$ cat src/rtl/bar_probe_pkg.sv
package bar_probe_pkg;
  localparam int unsigned DW = 32;

  typedef enum logic [3:0] {
    ST_IDLE,
    ST_RD_LO,
    ST_RD_HI,
    ST_WO_LO,
    ST_WO_HI,
    ST_RB_LO,
    ST_RB_HI,
    ST_RS_LO,
    ST_RS_HI,
    ST_RESULT,
    ST_DONE
  } probe_state_e;

  // memory space with 64-bit locator
  function automatic logic is_mem64(input logic [3:0] low);
    return (low[0] == 1'b0) && (low[2:1] == 2'b10);
  endfunction
endpackage

$ cat src/rtl/bar_hdr_decode.sv
module bar_hdr_decode #(
  parameter int unsigned SLOT_W    = 3,
  parameter int unsigned MAX_SLOTS = 6
) (
  input  logic [7:0]      hdr_i,
  output logic [SLOT_W:0] limit_o,
  output logic            ok_o
);
  localparam logic [SLOT_W:0] LIM_EP  = (SLOT_W+1)'(MAX_SLOTS);
  localparam logic [SLOT_W:0] LIM_P2P = (SLOT_W+1)'(2);
  localparam logic [SLOT_W:0] LIM_CB  = (SLOT_W+1)'(1);

  always_comb begin
    ok_o    = 1'b1;
    limit_o = '0;
    unique case (hdr_i)
      8'h00:   limit_o = LIM_EP;
      8'h01:   limit_o = LIM_P2P;
      8'h02:   limit_o = LIM_CB;
      default: ok_o    = 1'b0;
    endcase
  end
endmodule

$ cat src/rtl/bar_size_calc.sv
module bar_size_calc
  import bar_probe_pkg::*;
#(
  parameter int unsigned W = DW
) (
  input  logic [3:0]     flags_i,   // low bits of original value
  input  logic [W-1:0]   rb_lo_i,
  input  logic [W-1:0]   rb_hi_i,
  output logic           io_o,
  output logic           pair_o,
  output logic           pref_o,
  output logic [2*W-1:0] size_o
);
  localparam int unsigned IO_FLAGS  = 2;
  localparam int unsigned MEM_FLAGS = 4;
  localparam logic [W-1:0] IO_MASK  = ~W'((1 << IO_FLAGS) - 1);
  localparam logic [W-1:0] MEM_MASK = ~W'((1 << MEM_FLAGS) - 1);

  logic [W-1:0]   masked_lo;
  logic [W-1:0]   size32;
  logic [2*W-1:0] size64;

  assign io_o      = flags_i[0];
  assign pair_o    = is_mem64(flags_i);
  assign pref_o    = !flags_i[0] && flags_i[3];
  assign masked_lo = rb_lo_i & (io_o ? IO_MASK : MEM_MASK);
  assign size32    = ~masked_lo + W'(1);
  assign size64    = ~{rb_hi_i, masked_lo} + (2*W)'(1);
  assign size_o    = pair_o ? size64 : {{W{1'b0}}, size32};
endmodule

$ cat src/rtl/bar_probe_seq.sv
module bar_probe_seq
  import bar_probe_pkg::*;
#(
  parameter int unsigned ADDR_W    = 12,
  parameter int unsigned SLOT_W    = 3,
  parameter int unsigned MAX_SLOTS = 6,
  parameter int unsigned BAR_BASE  = 16
) (
  input  logic                clk_i,
  input  logic                rst_ni,
  input  logic                start_i,
  input  logic [7:0]          hdr_type_i,
  output logic                busy_o,
  output logic                done_o,
  output logic                cfg_req_o,
  output logic                cfg_we_o,
  output logic [ADDR_W-1:0]   cfg_addr_o,
  output logic [DW-1:0]       cfg_wdata_o,
  input  logic                cfg_ack_i,
  input  logic [DW-1:0]       cfg_rdata_i,
  output logic                res_valid_o,
  input  logic                res_ready_i,
  output logic [SLOT_W-1:0]   res_slot_o,
  output logic                res_present_o,
  output logic                res_io_o,
  output logic                res_64_o,
  output logic                res_pref_o,
  output logic [2*DW-1:0]     res_size_o
);
  localparam int unsigned     SIZE_W = 2*DW;
  localparam logic [ADDR_W-1:0] BASE_A = ADDR_W'(BAR_BASE);
  localparam logic [ADDR_W-1:0] HI_OFS = ADDR_W'(4);

  probe_state_e      state_q;
  logic [SLOT_W-1:0] slot_q;
  logic [SLOT_W:0]   limit_q;
  logic [DW-1:0]     orig_lo_q, orig_hi_q, rb_lo_q, rb_hi_q;
  logic              absent_q;

  logic [SLOT_W:0]   hdr_limit;
  logic              hdr_ok;
  logic              calc_io, calc_pair, calc_pref;
  logic [SIZE_W-1:0] calc_size;
  logic [SLOT_W:0]   slot_next;
  logic              hi_sel;

  bar_hdr_decode #(
    .SLOT_W   (SLOT_W),
    .MAX_SLOTS(MAX_SLOTS)
  ) i_hdr_decode (
    .hdr_i  (hdr_type_i),
    .limit_o(hdr_limit),
    .ok_o   (hdr_ok)
  );

  bar_size_calc #(
    .W(DW)
  ) i_size_calc (
    .flags_i(orig_lo_q[3:0]),
    .rb_lo_i(rb_lo_q),
    .rb_hi_i(rb_hi_q),
    .io_o   (calc_io),
    .pair_o (calc_pair),
    .pref_o (calc_pref),
    .size_o (calc_size)
  );

  assign slot_next = {1'b0, slot_q} + (calc_pair ? (SLOT_W+1)'(2) : (SLOT_W+1)'(1));

  always_ff @(posedge clk_i or negedge rst_ni) begin
    if (!rst_ni) begin
      state_q   <= ST_IDLE;
      slot_q    <= '0;
      limit_q   <= '0;
      orig_lo_q <= '0;
      orig_hi_q <= '0;
      rb_lo_q   <= '0;
      rb_hi_q   <= '0;
      absent_q  <= 1'b0;
    end else begin
      unique case (state_q)
        ST_IDLE: if (start_i) begin
          slot_q  <= '0;
          limit_q <= hdr_limit;
          state_q <= hdr_ok ? ST_RD_LO : ST_DONE;
        end
        ST_RD_LO: if (cfg_ack_i) begin
          orig_lo_q <= cfg_rdata_i;
          orig_hi_q <= '0;
          rb_hi_q   <= '0;
          absent_q  <= (cfg_rdata_i == '0);
          if (cfg_rdata_i == '0)              state_q <= ST_RESULT;
          else if (is_mem64(cfg_rdata_i[3:0])) state_q <= ST_RD_HI;
          else                                 state_q <= ST_WO_LO;
        end
        ST_RD_HI: if (cfg_ack_i) begin
          orig_hi_q <= cfg_rdata_i;
          state_q   <= ST_WO_LO;
        end
        ST_WO_LO: if (cfg_ack_i) state_q <= calc_pair ? ST_WO_HI : ST_RB_LO;
        ST_WO_HI: if (cfg_ack_i) state_q <= ST_RB_LO;
        ST_RB_LO: if (cfg_ack_i) begin
          rb_lo_q <= cfg_rdata_i;
          state_q <= calc_pair ? ST_RB_HI : ST_RS_LO;
        end
        ST_RB_HI: if (cfg_ack_i) begin
          rb_hi_q <= cfg_rdata_i;
          state_q <= ST_RS_LO;
        end
        // upper restore keyed on original type bits only
        ST_RS_LO: if (cfg_ack_i) state_q <= calc_pair ? ST_RS_HI : ST_RESULT;
        ST_RS_HI: if (cfg_ack_i) state_q <= ST_RESULT;
        ST_RESULT: if (res_ready_i) begin
          if (slot_next >= limit_q) begin
            state_q <= ST_DONE;
          end else begin
            slot_q  <= slot_next[SLOT_W-1:0];
            state_q <= ST_RD_LO;
          end
        end
        ST_DONE: state_q <= ST_IDLE;
        default: state_q <= ST_IDLE;
      endcase
    end
  end

  // configuration port
  always_comb begin
    cfg_req_o   = 1'b0;
    cfg_we_o    = 1'b0;
    cfg_wdata_o = '0;
    hi_sel      = 1'b0;
    unique case (state_q)
      ST_RD_LO, ST_RB_LO: cfg_req_o = 1'b1;
      ST_RD_HI, ST_RB_HI: begin cfg_req_o = 1'b1; hi_sel = 1'b1; end
      ST_WO_LO: begin cfg_req_o = 1'b1; cfg_we_o = 1'b1; cfg_wdata_o = '1; end
      ST_WO_HI: begin cfg_req_o = 1'b1; cfg_we_o = 1'b1; cfg_wdata_o = '1; hi_sel = 1'b1; end
      ST_RS_LO: begin cfg_req_o = 1'b1; cfg_we_o = 1'b1; cfg_wdata_o = orig_lo_q; end
      ST_RS_HI: begin cfg_req_o = 1'b1; cfg_we_o = 1'b1; cfg_wdata_o = orig_hi_q; hi_sel = 1'b1; end
      default: ;
    endcase
  end

  assign cfg_addr_o = BASE_A + ADDR_W'({slot_q, 2'b00}) + (hi_sel ? HI_OFS : '0);

  // result port
  assign res_valid_o   = (state_q == ST_RESULT);
  assign res_slot_o    = slot_q;
  assign res_present_o = !absent_q;
  assign res_io_o      = !absent_q && calc_io;
  assign res_64_o      = !absent_q && calc_pair;
  assign res_pref_o    = !absent_q && calc_pref;
  assign res_size_o    = absent_q ? '0 : calc_size;

  assign busy_o = (state_q != ST_IDLE);
  assign done_o = (state_q == ST_DONE);
endmodule

$ cat config.mk
export PLATFORM = sky130hd
export DESIGN_NAME = bar_probe_seq
export DESIGN_NICKNAME = d
export VERILOG_FILES = /design/src/rtl/bar_probe_pkg.sv /design/src/rtl/bar_hdr_decode.sv /design/src/rtl/bar_size_calc.sv /design/src/rtl/bar_probe_seq.sv
export SDC_FILE = /design/constraint.sdc
export NUM_CORES = 1
export LEC_CHECK = 0
export BUFFER_PORTS_ARGS = -buffer_cell sky130_fd_sc_hd__buf_2
export CORE_ASPECT_RATIO = 1.1
export CORE_MARGIN = 2
export CORE_UTILIZATION = 53
export CTS_CLUSTER_DIAMETER = 40
export DETAILED_ROUTE_END_ITERATION = 10
export PLACE_DENSITY = 0.78
export SLEW_MARGIN = 20
export SYNTH_ARGS = -nofsm -noshare
export SYNTH_HDL_FRONTEND = slang
export SYNTH_SLANG_ARGS = --single-unit
$ cat constraint.sdc
create_clock -name clk_i -period 4.2 [get_ports clk_i]
set_input_delay 0.42 -clock clk_i [delete_from_list [all_inputs] [get_ports clk_i]]
set_output_delay 0.42 -clock clk_i [all_outputs]
set_load 0.05 [all_outputs]
==> impl_results.md, run 1 <==
* Post-layout nets at 931
* Reg2Reg Depth at 10
* DR vias at ~6,800
* FFs w/ async S/R, synth at 100.0%
* Top_reg_cell synth: dfrtp_1
* Commonest non-fill, non-tap cells in the layout: buf_2, dfrtp_1, nor2_1
* CP max stage delay at 720 ps
* Unrepaired setup endpoints after global routing: no
* Chip width at 117.9 µm
* Crit-path max FO at 11
* Port buffer count at 154
* Worst-case clock buffer depth at 2
* Mux cell area share after synthesis at 9.608%
* Fmax at 0.2574 GHz
* Synth Area in Simple Gates at 17.98%
* Post-synthesis adder-cell area fraction at 1.588%
* Yosys reg bits at 137
* Vias in the first global route at 6,378
* Cell variety after synth at 54
* Clock transition at path regs at 60 ps
* Status: finished, final reports clean
* TritonCTS clock tree: yes
* Residual DRC at 0
* CP delay by family, top: simple AND/OR/NAND/NOR gates
* Required time worst endpoint at ~3800 ps
* Overflow after GRT at 0
* Final core occ at 64.94%
* Post-DR vias/cell at 6.284
* YS warnings at 0
* Fin crit share at ~92%
* I/O pin cnt at 165
* Avg WL per Cell at 19.72 µm
* Final setup violation count at 0
* Max-cap viol count at 0
* Syn Inst Count at 741
* Cts repair resizes at 0
* Total Routing Usage GR at ~28%
* Total negative slack at 0 ps
* Post-DP HPWL at 14.84 mm
* CTS sink count at 137
* First-pass DRT Iterations at 5
* H-tree depth at 4
* Xor and xnor fraction of the mapped netlist area at 4.283%
* Postcts setup bufs at 0
* Worst R2R Start: orig_lo_q[0]$_DFFE_PN0P_
* Final Cell Area at 0.009031 mm²
* Register Area at 0.003428 mm²
* Pin count of the biggest net entering global routing at 77
* Largest family of logic cells by synthesized area: simple AND/OR/NAND/NOR gates
* Syn Std Cell Area at between 0.007 and 0.008 mm²
* Post-synth EDFFs at 0
* Global placement routability congestion at 0.8964
* Levels on crit path at 8
* FILL cells at 1,166
* Initial antenna violation count at 0
* Setup CP Type: flop to output pin
* Area of the multi-input gates at 0.003859 mm²
* Clock Skews at between 6 and 7 ps
* Synthesized area per cell at between 10 and 15 µm²
* Inserted Diodes at 0
* CP Capture Type: output pin
* FP Rows at 45
* First DRT Iteration DRCs at 617
* Detail Route Antenna Nets at 0
* Chip height at 129.3 µm
* Register area share after synthesis at a little under half
* Hold buffers post-CTS at 0
* Total CTS buffers at 17
* Hold Crit Class: input pin to asynchronous set/reset pin
* Die area at between 0.015 and 0.02 mm²
* Clock root buffer: clkbuf_16
* P&R area growth vs syn at 19.36%
* Layout cell share with drive strength beyond 1 at 31.05%
* Synth Area in Compound Gates at 16.65%
* Crit path DAT at 3460 ps
* Worst slew margin at 36.25%
* Total Wirelength at 21.24 mm
* Final hold viol count at 0
* Slowest CP cell: or4_4
* Core ar. at ~0.014 mm²
* Min Tclk post-route at 3885 ps
* Slew Viols, Final at 0
* Worst path cell trace: nand2_1 -> ha_1 -> nor4b_1 -> nand4_1 -> or4_4 -> o31a_1 -> nor3_1 -> buf_2
* Commonest non-fill, non-tap cell in the layout: buf_2
* Slew @ Worst Pin at approximately 960 ps
* Critical path buffers and inverters at 1
* Wire length of the first global-routing pass at between 30 and 40 mm
* DP Area at 0.008492 mm²
* Reg2Reg Setup Slack at 980 ps
* Initial Util at 54.40%
* Clk_lat worst skew at 430 ps
* R2r endpoint: state_q[0]$_DFFE_PN0P_
* CP startpoint kind: flop
[sequential cells by signal, indices dropped and copies added, names as in the netlist]
register,cells
rb_lo_q,30
limit_q,3
res_slot_o,3
absent_q,1
orig_lo_q,32
rb_hi_q,32
state_q,4
orig_hi_q,32
[through the flow]
stage,setup slack [ps],instances,hold WS [ps]
after detailed placement,796.1,1046,461.4
after global placement,885.9,1046,451.4
after floorplan,284.7,750,124.4
after CTS,333.1,1077,168.5
final,315.4,1077,128.8
after global routing,78.41,1077,223.0
[logic make-up (layout without fill, tap and decap cells)]
group                    count (synthesis)  in the layout
multiplexers                            65             65
other                                    1             10
flip-flops                             137            137
AND/OR/NAND/NOR                        261            261
AO/OA/AOI/OAI                          154            154
adder cells (fa/ha/maj)                  9              9
XOR/XNOR                                37             37
buffers and inverters                   77            216
[area by class of cell]
cell class | count | area share (%)
Multi-Input combinational cell | 536 | 42.73
Clock inverter | 9 | 0.8313
Sequential cell | 137 | 37.96
Tap cell | 188 | 2.605
Inverter | 13 | 0.5403
Timing Repair Buffer | 172 | 10.20
Clock buffer | 22 | 5.140
[how the worst max path moves through the flow]
stage	from	end	slack (ps)
finish	orig_lo_q[0]$_DFFE_PN0P_	res_size_o[46]	320
global route	orig_lo_q[0]$_DFFE_PN0P_	res_size_o[46]	80
CTS	orig_lo_q[0]$_DFFE_PN0P_	res_size_o[46]	330
detailed placement	orig_lo_q[0]$_DFFE_PN0P_	res_size_o[46]	800
global placement	rb_hi_q[14]$_DFFE_PN0P_	res_size_o[61]	890
floorplan	rb_lo_q[20]$_DFFE_PN0P_	res_size_o[60]	280
[cells in the mapped netlist (3+ instances only)]
cell / count / area [µm²]
a21oi_1: 18 / 90.09
or4_1: 8 / 60.06
nand4_1: 9 / 56.30
a21o_1: 6 / 45.04
a22o_1: 57 / 499.2
nand2_1: 42 / 157.7
inv_1: 13 / 48.80
ha_1: 8 / 100.1
o41ai_1: 3 / 26.28
nand2b_1: 7 / 43.79
o31ai_1: 3 / 22.52
nor2_1: 66 / 247.7
xor2_1: 29 / 254.0
nand3_1: 18 / 90.09
a221o_1: 32 / 320.3
or3_1: 14 / 87.58
nor3_1: 29 / 145.1
mux2i_1: 4 / 40.04
nor2b_1: 3 / 18.77
dfrtp_1: 137 / 3428
o31a_1: 7 / 61.31
nor4b_1: 4 / 35.03
o21ai_0: 9 / 45.04
nor4_1: 43 / 269.0
a21boi_0: 3 / 22.52
or4_4: 3 / 33.78
clkbuf_1: 49 / 183.9
xnor2_1: 8 / 70.07
buf_4: 10 / 75.07
mux2_2: 61 / 686.9
nor3b_1: 4 / 30.03
[worst register-to-register path, stage by stage (launching register included)]
cell,delay (ps)
dfrtp_1,440
or3b_2,590
ha_1,270
fa_1,400
xor2_1,180
ha_1,290
o21ai_0,70
a21oi_1,160
nor3_1,120
a2111oi_0,440
a21oi_1,120
[metal layers]
layer	wire length [µm]	global-route usage, %
met5	0	0
met4	675	12.19
met3	1855	7.923
met2	9908	44.39
met1	8798	36.95
Power of run 1 is left out: the tool's default activity adds up to more than one toggle a clock period on the data nets, which glitch-free logic cannot reach.
==> inputs of run 2 (changes only) <==
CELL_PAD_IN_SITES_DETAIL_PLACEMENT = 2   (was default)
CELL_PAD_IN_SITES_GLOBAL_PLACEMENT = 2   (was default)
CORE_UTILIZATION = 37   (was 53)
GPL_ROUTABILITY_DRIVEN = 0   (was default)
PLACE_DENSITY = default   (was 0.78)
PLACE_DENSITY_LB_ADDON = 0.1   (was default)
SLEW_MARGIN = default   (was 20)
==> run 2 against run 1 <==
  * Sequential cell count did not move
  * Clock skew is 11 ps higher
  * Critical path depth down 2
  * Largest cell class unchanged
  * Highest routed layer unchanged
==> impl_results.md, run 2 (same netlist as run 1, synthesis figures left out) <==
* Clock Skews at 17.60 ps
* Detail Route Antenna Nets at 0
* FP Rows at 54
* Status: finished, final reports clean
* Commonest non-fill, non-tap cells in the layout: buf_2, dfrtp_1, nor2_1
* Final setup violation count at 0
* Total CTS buffers at 17
* Crit-path max FO at 17
* Initial antenna violation count at 0
* Max-cap viol count at 0
* Post-DR vias/cell at just under 6
* Leakage at 4.416 nW
* Unrepaired setup endpoints after global routing: no
* Slew Viols, Final at 0
* P&R area growth vs syn at 21.91%
* Chip width at 140.3 µm
* Chip height at 154.0 µm
* Wire length of the first global-routing pass at approximately 45 mm
* Clock root buffer: clkbuf_16
* Die area at 0.02161 mm²
* Pwr dens at 1030 mW/mm²
* Layout cell share with drive strength beyond 1 at 31.46%
* Initial Util at a little under two fifths
* Avg WL per Cell at about 25 µm
* Largest regs: orig_hi_q: 32 flops, orig_lo_q: 32 flops, rb_hi_q: 32 flops
* Total Routing Usage GR at 26.67%
* Worst-case clock buffer depth at 2
* CP Capture Type: output pin
* Total negative slack at 0 ps
* Core ar. at between 0.015 and 0.02 mm²
* Post-DP HPWL at 19.88 mm
* Residual DRC at 0
* Fmax at between 0.2 and 0.3 GHz
* Commonest non-fill, non-tap cell in the layout: buf_2
* DR vias at roughly 6,800
* First DRT Iteration DRCs at 326
* Final Cell Area at 0.009224 mm²
* Clock transition at path regs at 60 ps
* Total Wirelength at 28.14 mm
* H-tree depth at 4
* Worst slew margin at 20.57%
* Slew @ Worst Pin at 1191 ps
* Overflow after GRT at 0
* Crit path DAT at around 3600 ps
* Pin count of the biggest net entering global routing at 83
* Port buffer count at around 150
* First-pass DRT Iterations at 4
* CP startpoint kind: flop
* Fin crit share at 94.92%
* CTS sink count at 137
* Final hold viol count at 0
* Hold buffers post-CTS at 0
* Vias in the first global route at 7,421
* I/O pin cnt at 165
* Reg2Reg Depth at 9
* VDD IR max at around 0.58 mV
* Required time worst endpoint at 3780 ps
* Clk_lat worst skew at 430 ps
* Setup CP Type: flop to output pin
* DP Area at 0.008572 mm²
* Post-layout nets at 931
* TritonCTS clock tree: yes
* Min Tclk post-route at between 3000 and 4000 ps
* Hold Crit Class: input pin to asynchronous set/reset pin
* Inserted Diodes at 0
==> run 2: cell type report <==
type	count	area, µm²
Clock buffer	22	474.2
Clock inverter	10	166.4
Fill cell	2134	10710
Inverter	13	48.80
Multi-Input combinational cell	536	3870
Sequential cell	137	3428
Tap cell	252	315.3
Timing Repair Buffer	172	920.9
==> run 2: report_power, final <==
part           switching (mW)  internal (mW)  leakage [nW]
sequential              0.674           1.86          1.75
combinational            3.75           1.57          2.36
clock                   0.592           1.04         0.307
==> run 2: repair_timing <==
action / in CTS / in global routing
resized for setup: 0 / 2
setup endpoints to repair: 0 / 1
buffers inserted: 0 / 0
==> run 2: per-stage QoR <==
stage          cells  util (%)  total power, mW  setup slack (ps)  hold slack [ps]
2_1_floorplan    750         -            6.396             284.7            124.4
3_3_place_gp    1110     43.01            7.634             709.3            450.1
3_5_place_dp    1110     43.01            7.838             639.6            472.7
4_1_cts         1142     46.22            9.543             178.3            122.2
5_1_grt         1142     46.28            9.985             40.80            154.4
6_report        1142     46.28            9.496             213.5            97.77
==> run 2: path summary, 6_finish.rpt <==
path                                               start  slack [ps]                         to
worst max-delay path             rb_lo_q[20]$_DFFE_PN0P_         210             res_size_o[63]
worst min-delay path                              rst_ni         100    rb_lo_q[13]$_DFFE_PN0P_
worst max register to register  orig_lo_q[0]$_DFFE_PN0P_         780  res_slot_o[1]$_DFFE_PN0P_
worst min register to register    limit_q[2]$_DFFE_PN0P_         490     limit_q[2]$_DFFE_PN0P_
max in group asynchronous                         rst_ni        3160   orig_lo_q[0]$_DFFE_PN0P_
min in group clk_i                         hdr_type_i[0]         220     limit_q[0]$_DFFE_PN0P_
==> run 2: per-layer routing <==
layer,vias to the layer above,share of wire (%),track usage [%],wire length (µm)
li1,3045,-,-,-
met1,3588,43,34.96,12040
met2,146,52,46.50,14580
met3,24,3.9,3.737,1110
met4,0,1.5,6.782,410
met5,-,0,0,0
==> run 2: worst max-delay path, cell delays in order (launching register included) <==
cell and delay [ps]:
dfrtp_1 450, or4_4 580, or4_4 630, or3_1 540, nor4_1 340, mux2i_1 300, buf_2 300
No activity file was read; power rests on OpenSTA's default activity.
